$ cat config.mk
export PLATFORM = sky130hd
export DESIGN_NAME = adc_sweep_seq
export DESIGN_NICKNAME = d
export VERILOG_FILES = /design/src/rtl/adc_seq_pkg.sv /design/src/rtl/adc_seq_pick.sv /design/src/rtl/adc_seq_ctrl.sv /design/src/rtl/adc_seq_bank.sv /design/src/rtl/adc_sweep_seq.sv
export SDC_FILE = /design/constraint.sdc
export NUM_CORES = 2
export LEC_CHECK = 0
export CAP_MARGIN = 10
export CORE_ASPECT_RATIO = 0.7
export CORE_MARGIN = 1.5
export CORE_UTILIZATION = 35
export CTS_BUF_LIST = sky130_fd_sc_hd__clkbuf_4
export DETAILED_ROUTE_END_ITERATION = 10
export GPL_ROUTABILITY_DRIVEN = 0
export GPL_TIMING_DRIVEN = 0
export SYNTH_ARGS = -nofsm -noshare
export SYNTH_HDL_FRONTEND = slang
export SYNTH_HIERARCHICAL = 1
export SYNTH_SLANG_ARGS = --single-unit
$ cat constraint.sdc
create_clock -name clk -period 9.4 [get_ports clk]
set_clock_uncertainty 0.15 [all_clocks]
set_input_delay 0.94 -clock clk [delete_from_list [all_inputs] [get_ports clk]]
set_output_delay 0.94 -clock clk [all_outputs]
set_load 0.05 [all_outputs]
$ cat src/rtl/adc_seq_pkg.sv
package adc_seq_pkg;
  typedef enum logic [1:0] {
    MODE_IDLE  = 2'd0,
    MODE_SWEEP = 2'd1,
    MODE_STEP  = 2'd2,
    MODE_CONT  = 2'd3
  } seq_mode_e;

  typedef enum logic [1:0] {
    ST_IDLE  = 2'd0,
    ST_ISSUE = 2'd1,
    ST_WAIT  = 2'd2
  } seq_state_e;
endpackage

$ cat src/rtl/adc_seq_pick.sv
// Priority finder: lowest enabled port whose index is at or above from_idx.
module adc_seq_pick #(
  parameter int NPORT = 20,
  parameter int PW    = 5
) (
  input  logic [NPORT-1:0] mask_i,
  input  logic [PW-1:0]    from_idx_i,
  output logic             found_o,
  output logic [PW-1:0]    idx_o
);
  always_comb begin
    found_o = 1'b0;
    idx_o   = '0;
    for (int i = NPORT - 1; i >= 0; i--) begin
      if (mask_i[i] && (PW'(i) >= from_idx_i)) begin
        found_o = 1'b1;
        idx_o   = PW'(i);
      end
    end
  end
endmodule

$ cat src/rtl/adc_seq_ctrl.sv
// Scheduler: chooses the port, runs the converter handshake, marks commits.
module adc_seq_ctrl
  import adc_seq_pkg::*;
#(
  parameter int NPORT = 20,
  parameter int PW    = 5
) (
  input  logic             clk,
  input  logic             rst_n,
  input  logic [1:0]       mode_i,
  input  logic [NPORT-1:0] port_en_i,
  input  logic             trig_i,
  input  logic             conv_done_i,
  output logic             conv_start_o,
  output logic [PW-1:0]    port_sel_o,
  output logic             smp_vld_o,
  output logic             commit_o
);
  seq_state_e     state_q, state_d;
  logic [PW-1:0]  ptr_q, ptr_d;
  logic [PW-1:0]  step_q, step_d;
  logic           sweep_q, sweep_d;
  logic           state_en;

  logic           lo_found, nx_found, st_found;
  logic [PW-1:0]  lo_idx, nx_idx, st_idx;
  logic [PW-1:0]  nx_from;

  assign nx_from = ptr_q + PW'(1);

  adc_seq_pick #(.NPORT(NPORT), .PW(PW)) u_pick_lo (
    .mask_i(port_en_i), .from_idx_i('0), .found_o(lo_found), .idx_o(lo_idx));
  adc_seq_pick #(.NPORT(NPORT), .PW(PW)) u_pick_nx (
    .mask_i(port_en_i), .from_idx_i(nx_from), .found_o(nx_found), .idx_o(nx_idx));
  adc_seq_pick #(.NPORT(NPORT), .PW(PW)) u_pick_st (
    .mask_i(port_en_i), .from_idx_i(step_q), .found_o(st_found), .idx_o(st_idx));

  always_comb begin
    state_d   = state_q;
    ptr_d     = ptr_q;
    step_d    = step_q;
    sweep_d   = sweep_q;
    smp_vld_o = 1'b0;
    commit_o  = 1'b0;
    case (state_q)
      ST_IDLE: begin
        if (lo_found) begin
          if ((mode_i == MODE_CONT) || ((mode_i == MODE_SWEEP) && trig_i)) begin
            ptr_d   = lo_idx;
            sweep_d = 1'b1;
            state_d = ST_ISSUE;
          end else if ((mode_i == MODE_STEP) && trig_i) begin
            ptr_d   = st_found ? st_idx : lo_idx;
            sweep_d = 1'b0;
            state_d = ST_ISSUE;
          end
        end
      end
      ST_ISSUE: state_d = ST_WAIT;
      ST_WAIT: begin
        if (conv_done_i) begin
          smp_vld_o = 1'b1;
          if (sweep_q && nx_found) begin
            ptr_d   = nx_idx;
            state_d = ST_ISSUE;
          end else begin
            commit_o = (mode_i != MODE_IDLE);
            state_d  = ST_IDLE;
            if (!sweep_q) step_d = nx_from;
          end
        end
      end
      default: state_d = ST_IDLE;
    endcase
  end

  assign state_en = (state_d != state_q) || (ptr_d != ptr_q) ||
                    (step_d != step_q) || (sweep_d != sweep_q);

  always_ff @(posedge clk or negedge rst_n) begin
    if (!rst_n) begin
      state_q <= ST_IDLE;
      ptr_q   <= '0;
      step_q  <= '0;
      sweep_q <= 1'b0;
    end else if (state_en) begin
      state_q <= state_d;
      ptr_q   <= ptr_d;
      step_q  <= step_d;
      sweep_q <= sweep_d;
    end
  end

  assign conv_start_o = (state_q == ST_ISSUE);
  assign port_sel_o   = ptr_q;

  assert_start_pulse_R9: assert property (@(posedge clk) disable iff (!rst_n)
    conv_start_o |=> !conv_start_o);
  assert_sel_hold_R9: assert property (@(posedge clk) disable iff (!rst_n)
    (state_q == ST_WAIT && !conv_done_i) |=> $stable(port_sel_o));
  assert_sweep_ascends_R3: assert property (@(posedge clk) disable iff (!rst_n)
    (state_q == ST_WAIT && conv_done_i && sweep_q && nx_found) |=> (port_sel_o > $past(port_sel_o)));
  assert_idle_quiet_R2: assert property (@(posedge clk) disable iff (!rst_n)
    (state_q == ST_IDLE && mode_i == MODE_IDLE) |=> (state_q == ST_IDLE));
endmodule

$ cat src/rtl/adc_seq_bank.sv
// Per-port accumulators, result registers and unread tracking.
module adc_seq_bank #(
  parameter int NPORT = 20,
  parameter int DW    = 12,
  parameter int EW    = 3,
  parameter int PW    = 5
) (
  input  logic                clk,
  input  logic                rst_n,
  input  logic [NPORT*EW-1:0] avg_exp_i,
  input  logic                smp_vld_i,
  input  logic [PW-1:0]       smp_port_i,
  input  logic [DW-1:0]       smp_val_i,
  input  logic                commit_i,
  input  logic [NPORT-1:0]    host_rd_i,
  output logic [NPORT*DW-1:0] data_o,
  output logic                cmpl_o,
  output logic                drdy_o,
  output logic                dmiss_o
);
  localparam int MAXEXP = (1 << EW) - 1;
  localparam int ACCW   = DW + MAXEXP;
  localparam int CW     = MAXEXP + 1;
  localparam logic [CW-1:0] CMAX = CW'(1) << MAXEXP;

  logic [NPORT-1:0] wr_v, miss_v;

  for (genvar g = 0; g < NPORT; g++) begin : g_port
    logic [ACCW-1:0] acc_q, acc_u, acc_d;
    logic [CW-1:0]   cnt_q, cnt_u, cnt_d;
    logic [DW-1:0]   dat_q, dat_d;
    logic            unr_q, unr_d;
    logic [EW-1:0]   exp_w;
    logic [CW-1:0]   target;
    logic            hit, wr, upd_en;

    assign exp_w  = avg_exp_i[g*EW +: EW];
    assign target = CW'(1) << exp_w;
    assign hit    = smp_vld_i && (smp_port_i == PW'(g));

    always_comb begin
      acc_u = acc_q;
      cnt_u = cnt_q;
      if (hit && (cnt_q < target)) begin
        acc_u = acc_q + ACCW'(smp_val_i);
        cnt_u = cnt_q + CW'(1);
      end
      wr    = commit_i && (cnt_u >= target);
      dat_d = wr ? DW'(acc_u >> exp_w) : dat_q;
      acc_d = wr ? '0 : acc_u;
      cnt_d = wr ? '0 : cnt_u;
      unr_d = wr | (unr_q & ~host_rd_i[g]);
    end

    assign upd_en = hit || wr || host_rd_i[g];

    always_ff @(posedge clk or negedge rst_n) begin
      if (!rst_n) begin
        acc_q <= '0;
        cnt_q <= '0;
        dat_q <= '0;
        unr_q <= 1'b0;
      end else if (upd_en) begin
        acc_q <= acc_d;
        cnt_q <= cnt_d;
        dat_q <= dat_d;
        unr_q <= unr_d;
      end
    end

    assign wr_v[g]   = wr;
    assign miss_v[g] = wr & unr_q & ~host_rd_i[g];
    assign data_o[g*DW +: DW] = dat_q;

    assert_cnt_bound_R7: assert property (@(posedge clk) disable iff (!rst_n)
      cnt_q <= CMAX);
  end

  always_ff @(posedge clk or negedge rst_n) begin
    if (!rst_n) begin
      cmpl_o  <= 1'b0;
      drdy_o  <= 1'b0;
      dmiss_o <= 1'b0;
    end else begin
      cmpl_o  <= commit_i;
      drdy_o  <= |wr_v;
      dmiss_o <= |miss_v;
    end
  end
endmodule

$ cat src/rtl/adc_sweep_seq.sv
module adc_sweep_seq
  import adc_seq_pkg::*;
#(
  parameter int NPORT = 20,
  parameter int DW    = 12,
  parameter int EW    = 3,
  localparam int PW   = $clog2(NPORT + 1)
) (
  input  logic                clk,
  input  logic                rst_n,
  input  logic [1:0]          mode_i,
  input  logic [NPORT-1:0]    port_en_i,
  input  logic [NPORT*EW-1:0] avg_exp_i,
  input  logic                trig_i,
  input  logic [NPORT-1:0]    host_rd_i,
  input  logic                conv_done_i,
  input  logic [DW-1:0]       conv_sample_i,
  output logic                conv_start_o,
  output logic [PW-1:0]       port_sel_o,
  output logic [NPORT*DW-1:0] data_o,
  output logic                cmpl_o,
  output logic                drdy_o,
  output logic                dmiss_o
);
  logic smp_vld, commit;

  adc_seq_ctrl #(.NPORT(NPORT), .PW(PW)) u_ctrl (
    .clk         (clk),
    .rst_n       (rst_n),
    .mode_i      (mode_i),
    .port_en_i   (port_en_i),
    .trig_i      (trig_i),
    .conv_done_i (conv_done_i),
    .conv_start_o(conv_start_o),
    .port_sel_o  (port_sel_o),
    .smp_vld_o   (smp_vld),
    .commit_o    (commit)
  );

  adc_seq_bank #(.NPORT(NPORT), .DW(DW), .EW(EW), .PW(PW)) u_bank (
    .clk       (clk),
    .rst_n     (rst_n),
    .avg_exp_i (avg_exp_i),
    .smp_vld_i (smp_vld),
    .smp_port_i(port_sel_o),
    .smp_val_i (conv_sample_i),
    .commit_i  (commit),
    .host_rd_i (host_rd_i),
    .data_o    (data_o),
    .cmpl_o    (cmpl_o),
    .drdy_o    (drdy_o),
    .dmiss_o   (dmiss_o)
  );

  assert_no_idle_flag_R2: assert property (@(posedge clk) disable iff (!rst_n)
    cmpl_o |-> ($past(mode_i) != MODE_IDLE));
  assert_data_only_on_ready_R8: assert property (@(posedge clk) disable iff (!rst_n)
    !drdy_o |-> $stable(data_o));
endmodule

; After elaboration in Yosys (flattened, before gate mapping)
; Cells that the tools add are included.
[word_totals]
reg_bits = 816
input_bits = 118
output_inout_bits = 249
wordCells = 774
[classes]
addsub = 41
n_lt_le_gt_ge = 80
n_eq_ne = 28
shifts = 40
n_mux = 226
n_bitwise = 100
reduce_logical = 172
[ops]
columns = cell, count
row1 = 2-to-1 mux 19 bit, 40
row2 = adder 19 x 12 -> 19 bit, 20
row3 = right shift 19 x 3 -> 12 bit, 20
row4 = 2-to-1 mux 5 bit, 70
row5 = 2-to-1 mux 8 bit, 40
row6 = "adder 8 x 1 -> 8 bit, second input constant", 20
row7 = greater-or-equal comparator 8 bit, 20
row8 = < comparator 8 bit, 20
row9 = "left shift 1 x 3 -> 8 bit, first input constant", 20
row10 = logical AND 1 bit, 103
row11 = "greater-or-equal comparator 4 x 5 -> 1 bit, first input constant", 16
row12 = 2-to-1 mux 1 bit, 70
row13 = AND 1 bit, 60
row14 = logical OR 1 bit, 44
row15 = "equality test 5 x 4 -> 1 bit, second input constant", 8
row16 = "greater-or-equal comparator 3 x 5 -> 1 bit, first input constant", 8
row17 = "greater-or-equal comparator 5 bit, first input constant", 8
row18 = AND reduction 2 bit, 20
row19 = OR reduction 20 bit, 2
row20 = "equality test 5 x 3 -> 1 bit, second input constant", 4
row21 = "equality test 5 bit, second input constant", 4
row22 = "greater-or-equal comparator 1 x 5 -> 1 bit, first input constant", 4
row23 = "greater-or-equal comparator 2 x 5 -> 1 bit, first input constant", 4
row24 = NOT 1 bit, 20
row25 = 15 further kinds, 42

; Logic depth before layout (Yosys ltp)
[logic_depth]
word_depth = 31
depth_mapped = 24
depth_no_buf = 19

; Cells and area by module
; The synthesis kept the hierarchy.
[by_module_without_submodules]
columns = mod, instances, cells_each, area_each_um2, seq_area_each_um2
row1 = adc_seq_bank, 1, 7230, 64350.5, 20094.3
row2 = adc_seq_pick at u_ctrl.u_pick_lo ..., 2, 103, 729.4, 0.0
row3 = adc_seq_ctrl, 1, 75, 750.7, 325.3
row4 = adc_seq_pick at u_ctrl.u_pick_st, 1, 105, 664.4, 0.0

; Worst setup path before layout
; No wires, ideal clock.
[synth_timing]
path_type = input-to-reg
startpoint = input port avg_exp_i[9]
endpoint = register u_bank.dmiss_o
setup_ps = 136
t_arrival_ps = 5786
t_required_ps = 9114
setup_slack_ps = 3328
stages = 22
path_buffers = 6
cell_sequence = clkbuf_1 > clkbuf_1 > buf_1 > clkbuf_1 > nand3_1 > ha_1 > a211o_1 > a2111o_1 > a211oi_1 > buf_2 > xnor2_1 > ha_1 > nand2b_1 > a21o_1 > a21oi_1 > nor2b_1 > o2111ai_1 > a31o_2 > clkbuf_1 > o22ai_1 > nor4_1 > nand3_1
[synth_between]
elab_chain_len = 9
[synth_rtl]
columns = item, line_no
row1 = "start, declared", adc_sweep_seq.sv:13  ; input logic [NPORT*EW-1:0] avg_exp_i,
row2 = left shift 1 x 3 -> 8 bit *, adc_seq_bank.sv:38  ; assign target = CW'(1) << exp_w;
row3 = < comparator 8 bit, adc_seq_bank.sv:44  ; if (hit && (cnt_q < target)) begin
row4 = logical AND 1 bit, adc_seq_bank.sv:44
row5 = 2-to-1 mux 8 bit, adc_seq_bank.sv:44
row6 = greater-or-equal comparator 8 bit *, adc_seq_bank.sv:48  ; wr = commit_i && (cnt_u >= target);
row7 = logical AND 1 bit *, adc_seq_bank.sv:48
row8 = AND 1 bit * (2 in series), adc_seq_bank.sv:72  ; assign miss_v[g] = wr & unr_q & ~host_rd_i[g];
row9 = OR reduction 20 bit *, adc_seq_bank.sv:87  ; dmiss_o <= |miss_v;
row10 = "end signal, assigned", adc_seq_bank.sv:87
row11 = "end, declared", adc_seq_bank.sv:19  ; output logic dmiss_o
; Mark *: on every way between the ends. The rest lies on a longest branch, timed or not.
; A chain may end at the register's enable or synchronous reset.

; Final worst setup path
[layout_timing]
startpoint = input port avg_exp_i[48]
endpoint = register u_bank.drdy_o
[layout_between]
elab_chain_len = 7
[layout_rtl]
columns = item, line_no
row1 = left shift 1 x 3 -> 8 bit *, adc_seq_bank.sv:38
row2 = < comparator 8 bit, adc_seq_bank.sv:44
row3 = logical AND 1 bit, adc_seq_bank.sv:44
row4 = 2-to-1 mux 8 bit, adc_seq_bank.sv:44
row5 = greater-or-equal comparator 8 bit *, adc_seq_bank.sv:48
row6 = logical AND 1 bit *, adc_seq_bank.sv:48
row7 = OR reduction 20 bit *, adc_seq_bank.sv:86  ; drdy_o <= |wr_v;
row8 = "end signal, assigned", adc_seq_bank.sv:86
row9 = "end, declared", adc_seq_bank.sv:18  ; output logic drdy_o,
; Marked as above.

==> impl_metrics.py <==
metrics = {
    "critical_path": {
        "worstPathRequired_ns": 10.33,
        "start_kind": "primary input",
        "regToRegEndpoint": "u_bank/drdy_o",
        "crit_end": "u_bank/drdy_o",
        "crit-reg2reg-launch": "u_ctrl/state_q[0]",
        "crit_path_end_kind": "flop",
        "path_class": "in2reg",
        "crit_arrival_ns": 8.40,
        "rr_worst_depth": 21,
        "critical_path_peak_fanout": 10,
        "startpoint": "avg_exp_i[48]",
        "r2r_slack_ns": 2.09,
    },
    "clock_network": {
        "clk_pin_slew_ns": 0.08,
        "cts_buffer_depth": 4,
        "numCtsBuffers": 233,
        "cts_resized": 0,
        "cts_setup_buffers": 0,
        "cts_sinks": 816,
        "insertion_delay_ns": 1.25,
        "cts.htree.levels": 4,
        "root_buffer": "clkbuf_4",
        "cts_tree": "yes",
        "cts_hold_buffers": 5,
    },
    "final_layout": {
        "instances_no_fill": 10926,
        "num-fill-cells": 19132,
        "seqCellArea_sq_um": 20400,
        "final_common_cell": "dfrtp_1",
        "layout-drive-gt1-share_pct": 8.87,
        "multiInputGateArea_sq_um": 44600,
        "final_cell_mix": "dfrtp_1 (816), nor2_1 (765), nand2_1 (694), ha_1 (561), mux2i_1 (429)",
        "nNetsFinal": 8936,
        "area_delta_synth_final_pct": 14.7,
    },
    "drt": {
        "drc_errors": 0,
        "dr.pass1.iters": 6,
        "wl_mm": 235,
        "via_per_inst": 5.80,
        "drtIter0Drc": 6304,
        "wl_per_cell_um": 21.5,
        "vias": 63354,
        "final_antenna_net_count": 0,
    },
    "pwr": {
        "static-leakage-power_nw": 34.7,
        "vdd_ir_drop_max_uv": 162,
        "power.total_mw": 15.9,
        "power.density_nw_per_um2": 206,
    },
    "global_route": {
        "grt_overflow": 0,
        "grt_pass1_vias": 60060,
        "grt_pass1_wl_mm": 360,
        "track_usage_pct": 23.3,
        "grt_max_degree": 116,
        "antenna_found_initial": 19,
    },
    "yosys": {
        "synth_seq_cells": 816,
        "synth_warnings": 6,
        "synth.distinct_cells": 120,
        "synth_cells": 7616,
        "synth_flop_cell": "dfrtp_1",
        "synth_area_sq_um": 67200,
        "seq_area_frac_synth_pct": 30.4,
        "synthArstFlopShare_pct": 100,
        "syn_area_per_cell_sq_um": 8.83,
        "synth-edff-count": 0,
    },
    "sta": {
        "finalHoldViolCount": 0,
        "tns_ns": 0,
        "period_needed_ns": 7.47,
        "final-max-slew-violation-count": 0,
        "setup_viol": 0,
        "final.setup.worst_slack_ns": 1.93,
        "tightest_slew_ns": 1.15,
        "fin_crit_sh_pct": 79.4,
        "slew_headroom_pct": 23.4,
        "fmax_mhz": 134,
        "rsz0062_at_grt": "false",
        "whs_ns": 0.132,
    },
    "floorplan": {
        "fp.dieW_um": 527,
        "core_area_sq_um": 191000,
        "rows": 134,
        "die_area_sq_um": 195000,
        "start_util_pct": 35.2,
        "io_pins": 367,
        "die_h_um": 370,
    },
    "place": {
        "dp_cells": 10509,
        "dp_slack_ns": 0.509,
        "port_buffers": 331,
        "hpwl_mm": 178,
    },
    "status": {
        "status": "finished clean",
    },
    "flow_run": {
        "max-cap-violations": 0,
    },
    "worst_hold_path": {
        "hold_path_class": "in2async",
    },
}
routing by layer:
layer	global-route usage, %	wire (um)	up-vias
met5	0.272	80	-
met4	6.97	6250	4
met3	4.67	19900	343
met2	32.8	95000	2632
met1	35.3	113000	30772
li1	-	-	29603
power breakdown:
part / internal, mW / leakage (nW) / switching, mW
Combinational: 2.87 / 21.9 / 4.92
Clock: 1.57 / 1.64 / 1.72
Sequential: 4.18 / 11.2 / 0.604
cells by family after synthesis:
kind of cell | after synthesis | synth area share [%]
AND/OR/NAND/NOR | 2798 | 20.3
XOR/XNOR | 392 | 5.11
other | 1 | 0.00558
adder cells (fa/ha/maj) | 582 | 11.1
AO/OA/AOI/OAI | 1871 | 19.7
multiplexers | 594 | 10.0
flip-flops | 816 | 30.4
buffers and inverters | 562 | 3.37
flip-flops by register name, indices dropped and copies added, names as in the netlist:
| name | cells |
|---|---|
| u_bank/cmpl_o | 1 |
| u_bank/dmiss_o | 1 |
| u_bank/drdy_o | 1 |
| u_bank/g_port.acc_q | 380 |
| u_bank/g_port.cnt_q | 160 |
| u_bank/g_port.dat_q | 240 |
| u_bank/g_port.unr_q | 20 |
| u_ctrl/port_sel_o | 5 |
| u_ctrl/state_q | 2 |
| u_ctrl/step_q | 5 |
| u_ctrl/sweep_q | 1 |
stage by stage:
step                      instance area, sq um  util, %
final                                    77100     40.4
after global routing                     77100     40.4
after CTS                                77100     40.4
after detailed placement                 74300     38.9
after global placement                   73800     38.7
after floorplan                          67300        -
worst min path at each step:
stage / to / depth (start not counted) / slack, ns / start
2_1_floorplan: u_bank/g_port[15].unr_q / 2 / 0.29 / u_bank/g_port[15].unr_q
3_3_place_gp: u_bank/g_port[3].dat_q[0] / 2 / 0.31 / u_bank/g_port[3].dat_q[0]
3_5_place_dp: u_bank/g_port[3].dat_q[0] / 2 / 0.31 / u_bank/g_port[3].dat_q[0]
4_1_cts: u_bank/g_port[14].dat_q[7] / 2 / 0.005 / rst_n
5_1_grt: u_bank/g_port[14].dat_q[7] / 2 / 0.09 / rst_n
6_report: u_bank/g_port[14].dat_q[7] / 2 / 0.13 / rst_n
layout make-up:
type / instances / area share, %
clock buffer: 322 / 3.13
tap: 2516 / 4.08
sequential: 816 / 26.5
antenna: 13 / 0.0422
multi-input combinational: 6259 / 57.9
buffer: 365 / 1.98
timing repair buffer: 365 / 5.07
inverter: 197 / 0.962
clock inverter: 73 / 0.393
critical path, stage by stage:
cell             delay (ns)
clkdlybuf4s50_1        0.55
inv_1                  0.21
buf_1                  0.43
clkbuf_1               0.52
nand3_1                0.24
ha_1                   0.24
a2111oi_0              0.36
nand2_1                0.10
a211oi_1               0.64
buf_2                  0.40
buf_1                  0.54
mux2_2                 0.42
ha_1                   0.28
a21o_1                 0.17
a21oi_1                0.14
nor2b_1                0.06
o2111ai_1              0.26
a31o_2                 0.20
clkbuf_1               0.60
nand4_1                0.16
nor4_1                 0.77
nand4_1                0.16
synthesized netlist by cell type (53+ instances only):
| library cell | count | share of area, % |
|---|---|---|
| mux2i_1 | 429 | 6.4 |
| or3_1 | 54 | 0.50 |
| o21ai_0 | 265 | 2.0 |
| dfrtp_1 | 816 | 30 |
| o211ai_1 | 80 | 0.89 |
| nand2b_1 | 100 | 0.93 |
| a21o_1 | 132 | 1.5 |
| o22ai_1 | 57 | 0.53 |
| mux4_2 | 53 | 1.8 |
| o21a_1 | 82 | 0.92 |
| clkbuf_1 | 260 | 1.5 |
| and3_1 | 86 | 0.80 |
| o2111ai_1 | 53 | 0.69 |
| nand2_1 | 694 | 3.9 |
| nor2b_1 | 99 | 0.92 |
| mux2_2 | 111 | 1.9 |
| inv_1 | 168 | 0.94 |
| nand3_1 | 268 | 2.0 |
| nor2_1 | 765 | 4.3 |
| a211oi_1 | 159 | 1.8 |
| nand4_1 | 100 | 0.93 |
| buf_1 | 53 | 0.30 |
| a31oi_1 | 79 | 0.74 |
| nor3_1 | 165 | 1.2 |
| a21oi_1 | 359 | 2.7 |
| xnor2_1 | 268 | 3.5 |
| xor2_1 | 124 | 1.6 |
| ha_1 | 561 | 10 |
| and2_1 | 262 | 2.4 |
(Power assumes the default switching activity.)
